### src/rtl/i2cw_pkg.sv
package i2cw_pkg;
  localparam int FRAME_BYTES = 3;
  localparam int SLOT_BITS   = 9;
  localparam int FRAME_SLOTS = FRAME_BYTES * SLOT_BITS;
  localparam int PAY_W       = FRAME_BYTES * 8;
  localparam int IDX_W       = $clog2(FRAME_SLOTS);

  typedef enum logic [1:0] {
    ST_IDLE,
    ST_START,
    ST_SHIFT,
    ST_STOP
  } eng_state_t;

  // True when slot index lands on the acknowledge position of a byte
  function automatic logic slot_is_ack(input logic [IDX_W-1:0] idx);
    return (int'(idx) % SLOT_BITS) == 8;
  endfunction

  // Data level for a slot; ack slots release the line (1)
  function automatic logic slot_bit(input logic [PAY_W-1:0] p,
                                    input logic [IDX_W-1:0] idx);
    int b;
    int k;
    b = int'(idx) / SLOT_BITS;
    k = int'(idx) % SLOT_BITS;
    if (k > 7) return 1'b1;
    return p[PAY_W - 1 - b * 8 - k];
  endfunction
endpackage

### src/rtl/i2cw_clkdiv.sv
module i2cw_clkdiv #(
  parameter int CLK_DIV = 4
) (
  input  logic clk,
  input  logic rst_n,
  input  logic go,
  input  logic busy,
  output logic tick
);
  localparam int CW = (CLK_DIV > 1) ? $clog2(CLK_DIV) : 1;
  localparam logic [CW-1:0] LAST = CW'(CLK_DIV - 1);

  logic [CW-1:0] cnt;

  assign tick = busy && (cnt == LAST);

  always_ff @(posedge clk or negedge rst_n) begin
    if (!rst_n)              cnt <= '0;
    else if (go || !busy)    cnt <= '0;
    else if (tick)           cnt <= '0;
    else                     cnt <= cnt + 1'b1;
  end
endmodule

### src/rtl/i2cw_regs.sv
module i2cw_regs (
  input  logic        clk,
  input  logic        rst_n,
  input  logic        reg_wr,
  input  logic        reg_sel,
  input  logic [31:0] reg_wdata,
  input  logic        nack_evt,
  input  logic        done_evt,
  output logic        go,
  output logic [31:0] ctrl_q,
  output logic [31:0] data_q
);
  logic [7:0] addr_q;
  logic       wsel_q;
  logic       valid_q;
  logic       abort_q;
  logic       unused_ctrl_bits;

  assign unused_ctrl_bits = ^{reg_wdata[31:11], reg_wdata[9]};
  assign go = reg_wr && reg_sel && !valid_q && reg_wdata[8] && reg_wdata[10];
  assign ctrl_q = {21'd0, wsel_q, abort_q, valid_q, addr_q};

  always_ff @(posedge clk or negedge rst_n) begin
    if (!rst_n) begin
      data_q  <= '0;
      addr_q  <= '0;
      wsel_q  <= 1'b0;
      valid_q <= 1'b0;
      abort_q <= 1'b0;
    end else begin
      if (reg_wr && !valid_q) begin
        if (!reg_sel) begin
          data_q <= reg_wdata;
        end else begin
          addr_q <= reg_wdata[7:0];
          wsel_q <= reg_wdata[10];
        end
      end
      if (go) begin
        valid_q <= 1'b1;
        abort_q <= 1'b0;
      end
      if (nack_evt) abort_q <= 1'b1;
      if (done_evt) valid_q <= 1'b0;
    end
  end
endmodule

### src/rtl/i2cw_engine.sv
module i2cw_engine
  import i2cw_pkg::*;
(
  input  logic             clk,
  input  logic             rst_n,
  input  logic             go,
  input  logic             tick,
  input  logic [PAY_W-1:0] payload,
  input  logic             sda_in,
  output logic             busy,
  output logic             scl_oe,
  output logic             sda_oe,
  output logic             nack_evt,
  output logic             done_evt,
  output logic             in_start,
  output logic             in_stop
);
  localparam logic [IDX_W-1:0] LAST_IDX = IDX_W'(FRAME_SLOTS - 1);

  eng_state_t       state;
  logic [1:0]       ph;
  logic [IDX_W-1:0] idx;
  logic             cur_ack;
  logic             cur_bit;

  assign cur_ack  = slot_is_ack(idx);
  assign cur_bit  = slot_bit(payload, idx);
  assign busy     = (state != ST_IDLE);
  assign in_start = (state == ST_START);
  assign in_stop  = (state == ST_STOP);
  assign nack_evt = tick && (state == ST_SHIFT) && (ph == 2'd3) && cur_ack && sda_in;
  assign done_evt = tick && (state == ST_STOP) && (ph == 2'd2);

  always_ff @(posedge clk or negedge rst_n) begin
    if (!rst_n) begin
      state <= ST_IDLE;
      ph    <= '0;
      idx   <= '0;
    end else if (go) begin
      state <= ST_START;
      ph    <= '0;
      idx   <= '0;
    end else if (tick) begin
      case (state)
        ST_START: begin
          if (ph == 2'd1) begin
            state <= ST_SHIFT;
            ph    <= '0;
          end else ph <= ph + 2'd1;
        end
        ST_SHIFT: begin
          if (ph == 2'd3) begin
            ph <= '0;
            if (nack_evt || idx == LAST_IDX) state <= ST_STOP;
            else idx <= idx + 1'b1;
          end else ph <= ph + 2'd1;
        end
        ST_STOP: begin
          if (ph == 2'd2) begin
            state <= ST_IDLE;
            ph    <= '0;
          end else ph <= ph + 2'd1;
        end
        default: state <= ST_IDLE;
      endcase
    end
  end

  always_comb begin
    scl_oe = 1'b0;
    sda_oe = 1'b0;
    case (state)
      ST_START: begin
        sda_oe = 1'b1;
        scl_oe = (ph == 2'd1);
      end
      ST_SHIFT: begin
        scl_oe = (ph < 2'd2);
        sda_oe = !cur_ack && !cur_bit;
      end
      ST_STOP: begin
        scl_oe = (ph == 2'd0);
        sda_oe = (ph != 2'd2);
      end
      default: ;
    endcase
  end
endmodule

### src/rtl/i2cw_master.sv
module i2cw_master
  import i2cw_pkg::*;
#(
  parameter int CLK_DIV = 4
) (
  input  logic        clk,
  input  logic        rst_n,
  input  logic        reg_wr,
  input  logic        reg_sel,
  input  logic [31:0] reg_wdata,
  output logic [31:0] ctrl_q,
  output logic [31:0] data_q,
  output logic        scl_oe,
  output logic        sda_oe,
  input  logic        sda_in
);
  logic             go;
  logic             tick;
  logic             busy;
  logic             nack_evt;
  logic             done_evt;
  logic             in_start;
  logic             in_stop;
  logic             valid_w;
  logic             abort_w;
  logic [PAY_W-1:0] payload;

  assign valid_w = ctrl_q[8];
  assign abort_w = ctrl_q[9];
  assign payload = {ctrl_q[7:0], data_q[31:16]};

  i2cw_regs u_regs (
    .clk(clk), .rst_n(rst_n), .reg_wr(reg_wr), .reg_sel(reg_sel),
    .reg_wdata(reg_wdata), .nack_evt(nack_evt), .done_evt(done_evt),
    .go(go), .ctrl_q(ctrl_q), .data_q(data_q)
  );

  i2cw_clkdiv #(.CLK_DIV(CLK_DIV)) u_div (
    .clk(clk), .rst_n(rst_n), .go(go), .busy(busy), .tick(tick)
  );

  i2cw_engine u_eng (
    .clk(clk), .rst_n(rst_n), .go(go), .tick(tick), .payload(payload),
    .sda_in(sda_in), .busy(busy), .scl_oe(scl_oe), .sda_oe(sda_oe),
    .nack_evt(nack_evt), .done_evt(done_evt), .in_start(in_start),
    .in_stop(in_stop)
  );
endmodule

### config.mk
export PLATFORM = sky130hd
export DESIGN_NAME = i2cw_master
export DESIGN_NICKNAME = d
export VERILOG_FILES = /design/src/rtl/i2cw_pkg.sv /design/src/rtl/i2cw_clkdiv.sv /design/src/rtl/i2cw_regs.sv /design/src/rtl/i2cw_engine.sv /design/src/rtl/i2cw_master.sv
export SDC_FILE = /design/constraint.sdc
export NUM_CORES = 1
export LEC_CHECK = 0
export BUFFER_PORTS_ARGS = -buffer_cell sky130_fd_sc_hd__buf_4
export CORE_MARGIN = 3
export CORE_UTILIZATION = 40
export DETAILED_ROUTE_END_ITERATION = 16
export RECOVER_POWER = 50
export SLEW_MARGIN = 15
export SYNTH_ARGS = -nofsm -noshare
export SYNTH_HDL_FRONTEND = slang
export SYNTH_SLANG_ARGS = --single-unit
### constraint.sdc
create_clock -name clk -period 5.8 [get_ports clk]
set_input_delay 0.87 -clock clk [delete_from_list [all_inputs] [get_ports clk]]
set_output_delay 0.87 -clock clk [all_outputs]
set_load 0.005 [all_outputs]
# [Word level (Yosys, flattened, before mapping)]
# Index checks and enable logic that the tools add are counted.
[totals] regBits=54 inputBits=37 out_inout_bits=66 elab_cells=99
[op_classes] add_sub_neg=5 div_mod_pow=2 order_cmp=3 n_eq_ne=15 mux=32 bitwise_logic=1 n_reduce_logical=32
[op_table] operator="$div A6 B5 Y32 const B" count=1
[op_table] operator="$eq A32 B5 Y1 const B" count=1
[op_table] operator="$gt A32 B4 Y1 const B" count=1
[op_table] operator="$lt A32 B7 Y1 const B" count=1
[op_table] operator="$mod A6 B5 Y32 const B" count=1
[op_table] operator="$sub A32 B32 Y32" count=1
[op_table] operator="$sub A6 B32 Y32 const A" count=1
[op_table] operator="$mux W2" count=13
[op_table] operator="$mux W5" count=5
[op_table] operator="$logic_and A1 B1 Y1" count=13
[op_table] operator="$pmux W2 S3" count=2
[op_table] operator="$reduce_bool A2 Y1" count=6
[op_table] operator="$eq A2 B2 Y1 const B" count=5
[op_table] operator="$mux W1" count=9
[op_table] operator="$ne A3 B1 Y1 const B" count=2
[op_table] operator="$ne A3 B3 Y1 const B" count=2
[op_table] operator="$pmux W1 S3" count=2
[op_table] operator="$reduce_and A2 Y1" count=3
[op_table] operator="$add A5 B1 Y5 const B" count=1
[op_table] operator="$bmux W1 S5" count=1
[op_table] operator="$eq A5 B5 Y1 const B" count=1
[op_table] operator="$reduce_and A5 Y1" count=1
[op_table] operator="$add A2 B1 Y2 const B" count=2
[op_table] operator="$eq A2 B1 Y1 const B" count=2
[op_table] operator="8 further kinds" count=13

# [Longest topological paths before layout]
# Gate-level depths: netlist of run 1.
[logic_depth] depth_word=12 mapped_depth=22

# [Cells and area by module]
# From an unflattened synthesis of run 1, not the netlist that was laid out.
[unflattened] cells_unflattened=355 hier_area_um2=3758.6
[by_module_without_submodules] module="i2cw_engine" n_inst=1 cells_per_inst=228 area_per_inst_um2=1844.3 seq_area_each_um2=225.2
[by_module_without_submodules] module="i2cw_regs" n_inst=1 cells_per_inst=121 area_per_inst_um2=1821.7 seq_area_each_um2=1076.0
[by_module_without_submodules] module="i2cw_clkdiv" n_inst=1 cells_per_inst=6 area_per_inst_um2=92.6 seq_area_each_um2=50.0

# [Worst setup path before layout of run 1]
# No wires, ideal clock.
[synth_timing] kind="reg-to-output" from="register u_eng.idx[0]" to="output sda_oe" arrival_time_ns=4.413 t_required_ns=4.930 setup_slack_ns=0.517 path_stages_with_launch=22 cell_sequence="dfrtp_1 -> clkbuf_1 -> inv_1 -> clkbuf_1 -> ha_1 -> o41a_2 -> xnor2_4 -> inv_2 -> ha_1 -> clkbuf_1 -> nand2b_1 -> a31oi_2 -> o211ai_4 -> clkbuf_1 -> nand2_1 -> xnor2_1 -> ha_1 -> nor2b_1 -> a221oi_1 -> xnor2_1 -> nand4b_1 -> nand3_1"
[synth_via] elab_chain_len=10 word_cells_on_any_way=15
[synth_rtl] element="start: declaration" line="i2cw_engine.sv:22" text="logic [IDX_W-1:0] idx;"
[synth_rtl] element="start signal: assignment" line="i2cw_engine.sv:55" text="else idx <= idx + 1'b1;"
[synth_rtl] element="$div A6 B5 Y32" line="i2cw_pkg.sv:25" text="b = int'(idx) / SLOT_BITS;"
[synth_rtl] element="$sub A6 B32 Y32" line="i2cw_pkg.sv:28" text="return p[PAY_W - 1 - b * 8 - k];"
[synth_rtl] element="$sub A32 B32 Y32" line="i2cw_pkg.sv:28"
[synth_rtl] element="$bmux W1 S5" line="i2cw_pkg.sv:28"
[synth_rtl] element="$mux W1 (not written as such) (2 in series)" line="i2cw_pkg.sv:28"
[synth_rtl] element="$mux W1" line="i2cw_pkg.sv:28"
[synth_rtl] element="$logic_not A1 Y1" line="i2cw_engine.sv:79" text="sda_oe = !cur_ack && !cur_bit;"
[synth_rtl] element="$logic_and A1 B1 Y1 *" line="i2cw_engine.sv:79"
[synth_rtl] element="$pmux W1 S3 *" line="i2cw_engine.sv:72" text="case (state)"
[synth_rtl] element="end: declaration" line="i2cw_master.sv:14" text="output logic sda_oe,"
# Mark *: on every way between the ends. The rest lies on a longest branch, timed or not. The select of a mux whose other input is x is not followed.

# [Worst setup path in the final report of run 1]
[layout_timing] from="register u_eng.idx[1]" to="output sda_oe"
# Same word-level chain as after synthesis.

==> key figures, run 1 <==
Outcome
  • Outcome: finished with violations
  • Violated checks: capacitance limit, slew limit

Timing
  • Peak Freq: 184.3 MHz
  • Max-slew headroom: -92.54%
  • Hold Vio Cnt, Final: 0
  • Max Slew Vio Count: 55
  • Final Skew: 0.01115 ns
  • Setup ws final: 0.3738 ns
  • Min cycle time layout: 5.426 ns
  • Final period util: 93.56%
  • Worst slew pin tran: 2.888 ns
  • Setup violations, final: 0
  • RSZ-0062 raised after global routing: no
  • Setup TNS: 0 ns

Power and ir drop
  • Psw: 0.6060 mW
  • Logic pwr share: 47.4%
  • Register share of total power: 38.7%
  • Pint: 1.063 mW
  • Power Total: 1.669 mW
  • Leak pwr: 2.059 nW
  • Clock power frac: 13.9%
  • VDD IR-drop max: 186.8 uV
  • Power Dens Cells: 372.0 nW/um^2
  • Sw Ratio: 36.31%

Detailed routing
  • Vias after detailed routing: 2,924
  • DR pass1 iterations: 6
  • DRC viols: 0
  • Number of DRC markers in iteration 0: 131
  • DRT Wirelength: 8890 um
  • Vias per inst: 5.365
  • Wire length per cell: 16.31 um
  • Final ANT Viol Nets: 0

Synthesis
  • Seq/Total Area, Yosys: 36.39%
  • XOR/XNOR share of the synthesized area: 2.392%
  • Synth Area in Adders: 7.412%
  • Number of synthesized flops with an enable pin: 0
  • Synth Instances: 356
  • Post-synthesis compound-gate area fraction: 12.97%
  • Yosys reg bits: 54
  • Ys flop type: dfrtp_1
  • Main combinational cell family by area after synthesis: multiplexers
  • Area leader, netlist: dfrtp_1
  • Mux cell area share after synthesis: 17.08%
  • Post-synthesis simple-gate area fraction: 15.50%
  • Async set-or-reset flop fraction in the synthesized netlist: 100.0%
  • Synth area leaders: dfrtp_1 36%, mux2_2 10%, ha_1 7.4%
  • Area of the mapped netlist: 3714 sq um
  • Avg Inst Size Synth: 10.43 sq um
  • Synth top area share: 36.39%
  • Synth unique cells: 65
  • Syn. warnings: 0

Clock network
  • CTS tree: built
  • H-tree depth: 2
  • Root Driver: clkbuf_8
  • Num CTS Buffers: 5
  • Register clock-pin slew on the reported worst setup and hold paths: 0.10 ns
  • Clk sinks: 54
  • Post-CTS Hold Buffers: 0
  • Worst-skew pair later-pin latency: 0.32 ns
  • Longest Clk Path Bufs: 2

Cells and area
  • Area Overhead vs Synth: 20.82%
  • Ratio of cells with drive above 1 in the final layout: 35.93%
  • Seq. cell area: 1354 sq um
  • Filler Cell Count: 842
  • ANT cells: 0
  • Multi-input logic area: 2161 sq um
  • Post-layout net count: 495

Worst setup path
  • Critical path capture point type: output port
  • Critical Path Start Type: flip-flop
  • WP buf/inv: 5
  • Crit path top cell by count: ha_1
  • Cell family with most CP delay: compound AO/OA/AOI/OAI gates
  • CP max FO: 10
  • Setup CP Type: flip-flop to output port
  • Worst R2R End: u_eng.idx[2]$_DFFE_PN0P_
  • Critical path's slowest cell: o41a_2
  • Critical path required time: 4.93 ns
  • RR Startpoint: u_eng.idx[1]$_DFFE_PN0P_
  • Arr. time, crit path: 4.56 ns
  • Worst path cell trace: ha_1, o41a_2, xnor2_4, inv_2, ha_1, buf_4, nand2b_1, a31oi_2, o211ai_4, mux2i_4, inv_1, ha_1, nor2_1, xor2_2, inv_1, a211oi_1, o21ai_0, nand4b_1, nand3_1, buf_4
  • Flop2flop setup slack: 1.60 ns
  • CP max stage delay: 0.59 ns
  • Cell count of the worst reg-to-reg path: 15

Floorplanning
  • Die width: 102.4 um
  • Die Area: 10,480 sq um
  • Top Ports: 103
  • Initial cell density of the core: 41.97%
  • Core ar.: 8848 sq um
  • Die Ht: 102.4 um
  • Num rows: 34

Place
  • Detail Placement HPWL: 6787 um
  • Port bufs: 81
  • Pre-CTS setup slack: 0.1641 ns
  • Final RePlAce weighted congestion: 0.7916

Min path
  • Hold Path Class: flip-flop to flip-flop
  • Worst Hold Path Cells: 1
  • Hold path start: u_div.cnt[0]$_DFF_PN0_
  • Worst Hold End: u_div.cnt[0]$_DFF_PN0_

Global route
  • Gr usage total: 17.98%
  • Vias in the first global route: 2,945
  • First-pass GRT wire length: 14,820 um
  • Largest net degree at the start of global routing: 55
  • Grt total ovfl: 0
  • Initial antenna violation count: 0

Run
  • # Max-Cap Violations: 1
==> worst max path at each step <==
stage	startpoint	end	slack, ns	cells past startpoint
finish	u_eng.idx[1]$_DFFE_PN0P_	sda_oe	0.37	20
detailed placement	u_eng.idx[2]$_DFFE_PN0P_	sda_oe	0.16	21
CTS	u_eng.idx[2]$_DFFE_PN0P_	sda_oe	0.04	21
global route	u_eng.idx[2]$_DFFE_PN0P_	sda_oe	0.04	21
floorplan	u_eng.idx[0]$_DFFE_PN0P_	sda_oe	0.52	21
global placement	u_eng.idx[2]$_DFFE_PN0P_	sda_oe	0.45	21
==> layout by cell type (no fill, tap or decap), types with 2 or more instances in the layout <==
master | netlist | final
nor2_1 | 13 | 13
or2_2 | 2 | 2
nor2b_1 | 5 | 5
nor3b_1 | 3 | 3
clkbuf_1 | 12 | 3
nor3_1 | 8 | 8
o211ai_1 | 3 | 3
nor4_1 | 2 | 2
o311ai_0 | 2 | 2
clkinv_4 | 0 | 2
dfrtp_1 | 54 | 52
mux2i_1 | 9 | 8
mux4_2 | 6 | 6
a31oi_1 | 4 | 4
ha_1 | 22 | 22
a21boi_0 | 4 | 4
buf_4 | 24 | 80
a211o_1 | 3 | 3
a21o_1 | 4 | 4
nand2_1 | 41 | 41
a21oi_1 | 5 | 5
dfrtp_2 | 0 | 2
mux2_2 | 34 | 34
nand2b_1 | 10 | 10
nand4_1 | 5 | 5
clkbuf_8 | 0 | 5
nand3_1 | 6 | 6
inv_1 | 13 | 13
clkbuf_4 | 0 | 10
conb_1 | 1 | 21
o21ai_0 | 5 | 5
and3_1 | 3 | 3
or3_1 | 2 | 2
a211oi_1 | 7 | 7
o2111ai_1 | 3 | 3
xnor2_1 | 6 | 6
==> metrics by stage <==
step / instance area [sq um] / util [%] / instances / hold slack, ns
floorplan: 3789 / - / 376 / 0.4159
global placement: 4317 / 48.78 / 529 / 0.4300
detailed placement: 4317 / 48.78 / 529 / 0.4315
CTS: 4441 / 50.18 / 540 / 0.4544
global route: 4487 / 50.71 / 545 / 0.5022
finish: 4487 / 50.71 / 545 / 0.4561
==> worst register-to-register path, delay by kind of cell, from the launching register on <==
| kind | cells | cell delay, ns |
|---|---|---|
| fa+ha+maj | 2 | 0.46 |
| compound gates | 5 | 1.78 |
| flops | 1 | 0.48 |
| buf+inv | 3 | 0.51 |
| xor+xnor | 1 | 0.18 |
| simple gates | 4 | 0.73 |
==> cell type report <==
| class | instances | share of cell area [%] |
|---|---|---|
| multi-input cells | 268 | 48.16 |
| flip-flops and latches | 54 | 30.17 |
| repair buffers | 93 | 15.31 |
| well taps | 108 | 3.012 |
| clock buffers | 5 | 1.534 |
| inverters | 14 | 1.171 |
| clock inverters | 3 | 0.6414 |
==> registers in the layout, summed over array words and instances (netlist names) <==
register / flops
u_div.cnt: 2
u_regs.wsel_q: 1
u_regs.abort_q: 1
u_eng.idx: 5
u_eng.ph: 2
u_regs.addr_q: 8
u_eng.state: 2
u_regs.data_q: 32
u_regs.valid_q: 1
==> per-layer routing <==
layer  global-route usage (%)  wire length [um]
met2                    28.99              4209
met3                    4.369               515
met1                    24.31              4029
met5                        0                 0
met4                    4.743               136
==> logic make-up (layout without fill, tap and decap cells) <==
group	Yosys count	in the layout
other	1	21
adder cells (fa/ha/maj)	22	22
AO/OA/AOI/OAI	56	56
AND/OR/NAND/NOR	111	111
flip-flops	54	54
multiplexers	50	50
buffers and inverters	54	115
XOR/XNOR	8	8
==> power by group through the flow <==
stage               clock network, mW  registers [mW]  logic [mW]
global route                    0.256           0.668       0.873
detailed placement                  0           0.655       0.784
floorplan                           0           0.629       0.464
finish                          0.231           0.646       0.792
global placement                    0           0.651       0.775
CTS                             0.240           0.650       0.787
==> synth_stat cells (2+ instances only) <==
cell        n
nor3b_1     3
nand2_1    41
nor2b_1     5
or2_2       2
buf_4      24
mux4_2      6
ha_1       22
or3_1       2
o211ai_1    3
mux2i_1     9
o311ai_0    2
o21ai_0     5
a211o_1     3
nor4_1      2
a221oi_1    2
o2111ai_1   3
mux2_2     34
buf_2       2
a21boi_0    4
a21o_1      4
clkbuf_1   12
and3_1      3
a211oi_1    7
dfrtp_1    54
xnor2_1     6
nand3_1     6
nand2b_1   10
inv_1      13
nor3_1      8
a31oi_1     4
nand4_1     5
a21oi_1     5
nor2_1     13
==> timing repair <==
| item | 4_1_cts | 5_1_grt |
|---|---|---|
| buffers inserted | 3 | 5 |
| endpoints found under the setup margin | 1 | 1 |
| gates resized for setup | 1 | 5 |
| hold endpoints to repair | 0 | 0 |
| pin swaps | 1 | 1 |
Note: power is estimated with default switching activity, not from simulation.
==> run 2: changes to the inputs <==
--- a/config.mk
+++ b/config.mk
@@ -7,9 +7,9 @@
 export LEC_CHECK = 0
 export BUFFER_PORTS_ARGS = -buffer_cell sky130_fd_sc_hd__buf_4
 export CORE_MARGIN = 3
-export CORE_UTILIZATION = 40
+export CORE_UTILIZATION = 53
 export DETAILED_ROUTE_END_ITERATION = 16
-export RECOVER_POWER = 50
+export PLACE_DENSITY = 0.81
 export SLEW_MARGIN = 15
 export SYNTH_ARGS = -nofsm -noshare
 export SYNTH_HDL_FRONTEND = slang
==> key figures, run 2 (synthesis gave the netlist of run 1 again) <==
Outcome
  • Outcome: completed (was finished with violations)

Timing
  • Peak Freq: 182.9 MHz (was 184.3 MHz)
  • Hold Vio Cnt, Final: 0 (unchanged)
  • Setup TNS: 0 ns (unchanged)
  • Setup violations, final: 0 (unchanged)
  • Setup ws final: 0.3320 ns (was 0.3738 ns)
  • Worst slew pin tran: 0.7828 ns (was 2.888 ns)
  • Final Skew: 0.01138 ns (was 0.01115 ns)
  • Max Slew Vio Count: 0 (was 55)
  • Final period util: 94.28% (was 93.56%)
  • Min cycle time layout: 5.468 ns (was 5.426 ns)
  • Max-slew headroom: 47.15% (was -92.54%)
  • RSZ-0062 raised after global routing: no (unchanged)

Place
  • Port bufs: 81 (unchanged)
  • Dpl cells: 513 (was 529)
  • Detail Placement HPWL: 6570 um (was 6787 um)
  • Pre-CTS setup slack: 0.3296 ns (was 0.1641 ns)
  • Final RePlAce weighted congestion: 0.8428 (was 0.7916)

Worst setup path
  • Critical path capture point type: output port (unchanged)
  • Critical path required time: 4.93 ns (about the same)
  • CP max stage delay: 0.59 ns (about the same)
  • WP buf/inv: 4 (was 5)
  • Worst R2R End: u_eng.idx[2]$_DFFE_PN0P_ (unchanged)
  • RR Startpoint: u_eng.idx[1]$_DFFE_PN0P_ (unchanged)
  • CP max FO: 10 (unchanged)
  • Cell family with most CP delay: compound AO/OA/AOI/OAI gates (unchanged)
  • Critical path's slowest cell: o41a_2 (unchanged)
  • Cell count of the worst reg-to-reg path: 13 (was 15)
  • Worst path cell trace: ha_1, o41a_2, xnor2_4, inv_2, ha_2, nand2b_1, a31oi_4, o211ai_4, mux2i_2, inv_1, ha_1, nor2_1, xor2_1, inv_1, a211oi_1, o21ai_0, nand4b_1, nand3_1, buf_4 (was ha_1, o41a_2, xnor2_4, inv_2, ha_1, buf_4, nand2b_1, a31oi_2, o211ai_4, mux2i_4, inv_1, ha_1, nor2_1, xor2_2, inv_1, a211oi_1, o21ai_0, nand4b_1, nand3_1, buf_4)
  • Critical Path Start Type: flip-flop (unchanged)
  • Flop2flop setup slack: 1.66 ns (was 1.60 ns)
  • Setup CP Type: flip-flop to output port (unchanged)
  • Arr. time, crit path: 4.60 ns (was 4.56 ns)

Min path
  • Worst Hold End: u_div.cnt[0]$_DFF_PN0_ (unchanged)
  • Hold Path Class: flip-flop to flip-flop (unchanged)
  • Hold path start: u_div.cnt[0]$_DFF_PN0_ (unchanged)
  • Worst Hold Path Cells: 1 (unchanged)

Floorplanning
  • Initial cell density of the core: 56.54% (was 41.97%)
  • Num rows: 29 (was 34)
  • Die width: 89.71 um (was 102.4 um)
  • Core ar.: 6568 sq um (was 8848 sq um)
  • Die Area: 8047 sq um (was 10,480 sq um)
  • Die Ht: 89.71 um (was 102.4 um)
  • Top Ports: 103 (unchanged)

Global route
  • First-pass GRT wire length: 13,780 um (was 14,820 um)
  • Vias in the first global route: 2,781 (was 2,945)
  • Largest net degree at the start of global routing: 55 (unchanged)
  • Initial antenna violation count: 0 (unchanged)
  • Grt total ovfl: 0 (unchanged)
  • Gr usage total: 20.41% (was 17.98%)

Cells and area
  • Biggest regs: u_regs.data_q x32, u_regs.addr_q x8, u_eng.idx x5 (unchanged)
  • Largest register FFs: 32 (unchanged)
  • Most flops, register: u_regs.data_q (unchanged)
  • Area Overhead vs Synth: 19.95% (was 20.82%)
  • Most frequent cells in the layout: 89 x buf_4, 53 x dfrtp_1, 41 x nand2_1, 34 x mux2_2 (was 80 x buf_4, 52 x dfrtp_1, 41 x nand2_1, 34 x mux2_2, 22 x ha_1)
  • Most common cell after layout, fill and taps aside: buf_4 (unchanged)
  • Post-layout net count: 492 (was 495)
  • ANT cells: 0 (unchanged)
  • Ratio of cells with drive above 1 in the final layout: 35.94% (was 35.93%)
  • Finished Layout Cells: 527 (was 545)

Detailed routing
  • DRC viols: 0 (unchanged)
  • Number of DRC markers in iteration 0: 162 (was 131)
  • Wire length per cell: 16.19 um (was 16.31 um)
  • Final ANT Viol Nets: 0 (unchanged)
  • DRT Wirelength: 8530 um (was 8890 um)
  • DR pass1 iterations: 5 (was 6)
  • Vias after detailed routing: 2,930 (was 2,924)
  • Vias per inst: 5.560 (was 5.365)

Clock network
  • Register clock-pin slew on the reported worst setup and hold paths: 0.11 ns (was 0.10 ns)
  • Clk sinks: 54 (unchanged)
  • Longest Clk Path Bufs: 2 (unchanged)
  • H-tree depth: 2 (unchanged)
  • CTS tree: built (unchanged)
  • Worst-skew pair later-pin latency: 0.31 ns (was 0.32 ns)
  • Num CTS Buffers: 5 (unchanged)
  • Root Driver: clkbuf_8 (unchanged)

Power and ir drop
  • Leak pwr: 2.058 nW (was 2.059 nW)
  • Power Dens Cells: 375.6 nW/um^2 (was 372.0 nW/um^2)
  • VDD IR-drop max: 270.9 uV (was 186.8 uV)

Run
  • # Max-Cap Violations: 0 (was 1)
==> run 2: cell count changes in the layout (fill, tap and decap cells not counted), sizes merged <==
cell / previous run / this run
clkbuf: 18 / 5
buf: 80 / 89
o211ai: 4 / 5
==> run 2: stage by stage <==
step / utilization, % / area (sq um) / total power, mW / hold slack [ns]
final: 67.82 / 4454 / 1.673 / 0.4807
after global routing: 67.82 / 4454 / 1.784 / 0.4882
after CTS: 66.87 / 4392 / 1.661 / 0.4865
after detailed placement: 65.33 / 4290 / 1.434 / 0.4636
after global placement: 65.33 / 4290 / 1.404 / 0.4299
after floorplan: - / 3789 / 1.093 / 0.4159
==> run 2: layout make-up <==
cell class              instances  area (sq um)
well taps                      93         116.4
clock buffers                   5         68.82
multi-input cells             269          2167
repair buffers                 89         668.1
inverters                      14         52.55
fillers                       516          2113
flip-flops and latches         54          1353
clock inverters                 3         28.78
==> run 2: worst max path at each step <==
| stage | slack (ns) | to | depth (start not counted) | startpoint |
|---|---|---|---|---|
| after floorplan | 0.52 | sda_oe | 21 | u_eng.idx[0]$_DFFE_PN0P_ |
| after global placement | 0.56 | sda_oe | 20 | u_eng.idx[2]$_DFFE_PN0P_ |
| after detailed placement | 0.33 | sda_oe | 20 | u_eng.idx[2]$_DFFE_PN0P_ |
| after CTS | 0.03 | sda_oe | 20 | u_eng.idx[2]$_DFFE_PN0P_ |
| after global routing | 0.02 | sda_oe | 19 | u_eng.idx[1]$_DFFE_PN0P_ |
| final | 0.33 | sda_oe | 19 | u_eng.idx[1]$_DFFE_PN0P_ |
==> run 2: repair_timing <==
| action | CTS | global route |
|---|---|---|
| hold buffers | 0 | 0 |
| gates resized for setup | 1 | 3 |
| setup endpoints to repair | 1 | 1 |
| endpoints found under the hold margin | 0 | 0 |
| buffers inserted | 0 | 5 |
| pin swaps | 0 | 1 |
| gates cloned | 0 | 1 |
==> run 2: worst reg2reg max path, delay by kind of cell, from the launching register on <==
family	cells	cell delay, ns
buffers and inverters	1	0.13
and+or+nand+nor	4	0.85
adders and majority gates	2	0.56
AOI/OAI and AO/OA	5	1.79
xor gates and xnor gates	1	0.25
DFF	1	0.50
==> run 2: routing by layer <==
| layer | wire length, um | vias up | global-route usage, % | share of wire, % |
|---|---|---|---|---|
| met1 | 3813 | 1421 | 27.63 | 45 |
| met3 | 529 | 10 | 4.841 | 6.2 |
| met2 | 4071 | 105 | 33.08 | 48 |
| met4 | 115 | 0 | 5.364 | 1.3 |
| li1 | - | 1394 | - | - |
| met5 | 0 | - | 0 | 0 |
==> run 2: where the power goes <==
part,switching [mW],internal [mW],total (mW)
Sequential,0.130,0.518,0.648
Clock,0.133,0.0898,0.223
Combinational,0.342,0.460,0.802
Total,0.606,1.07,1.67
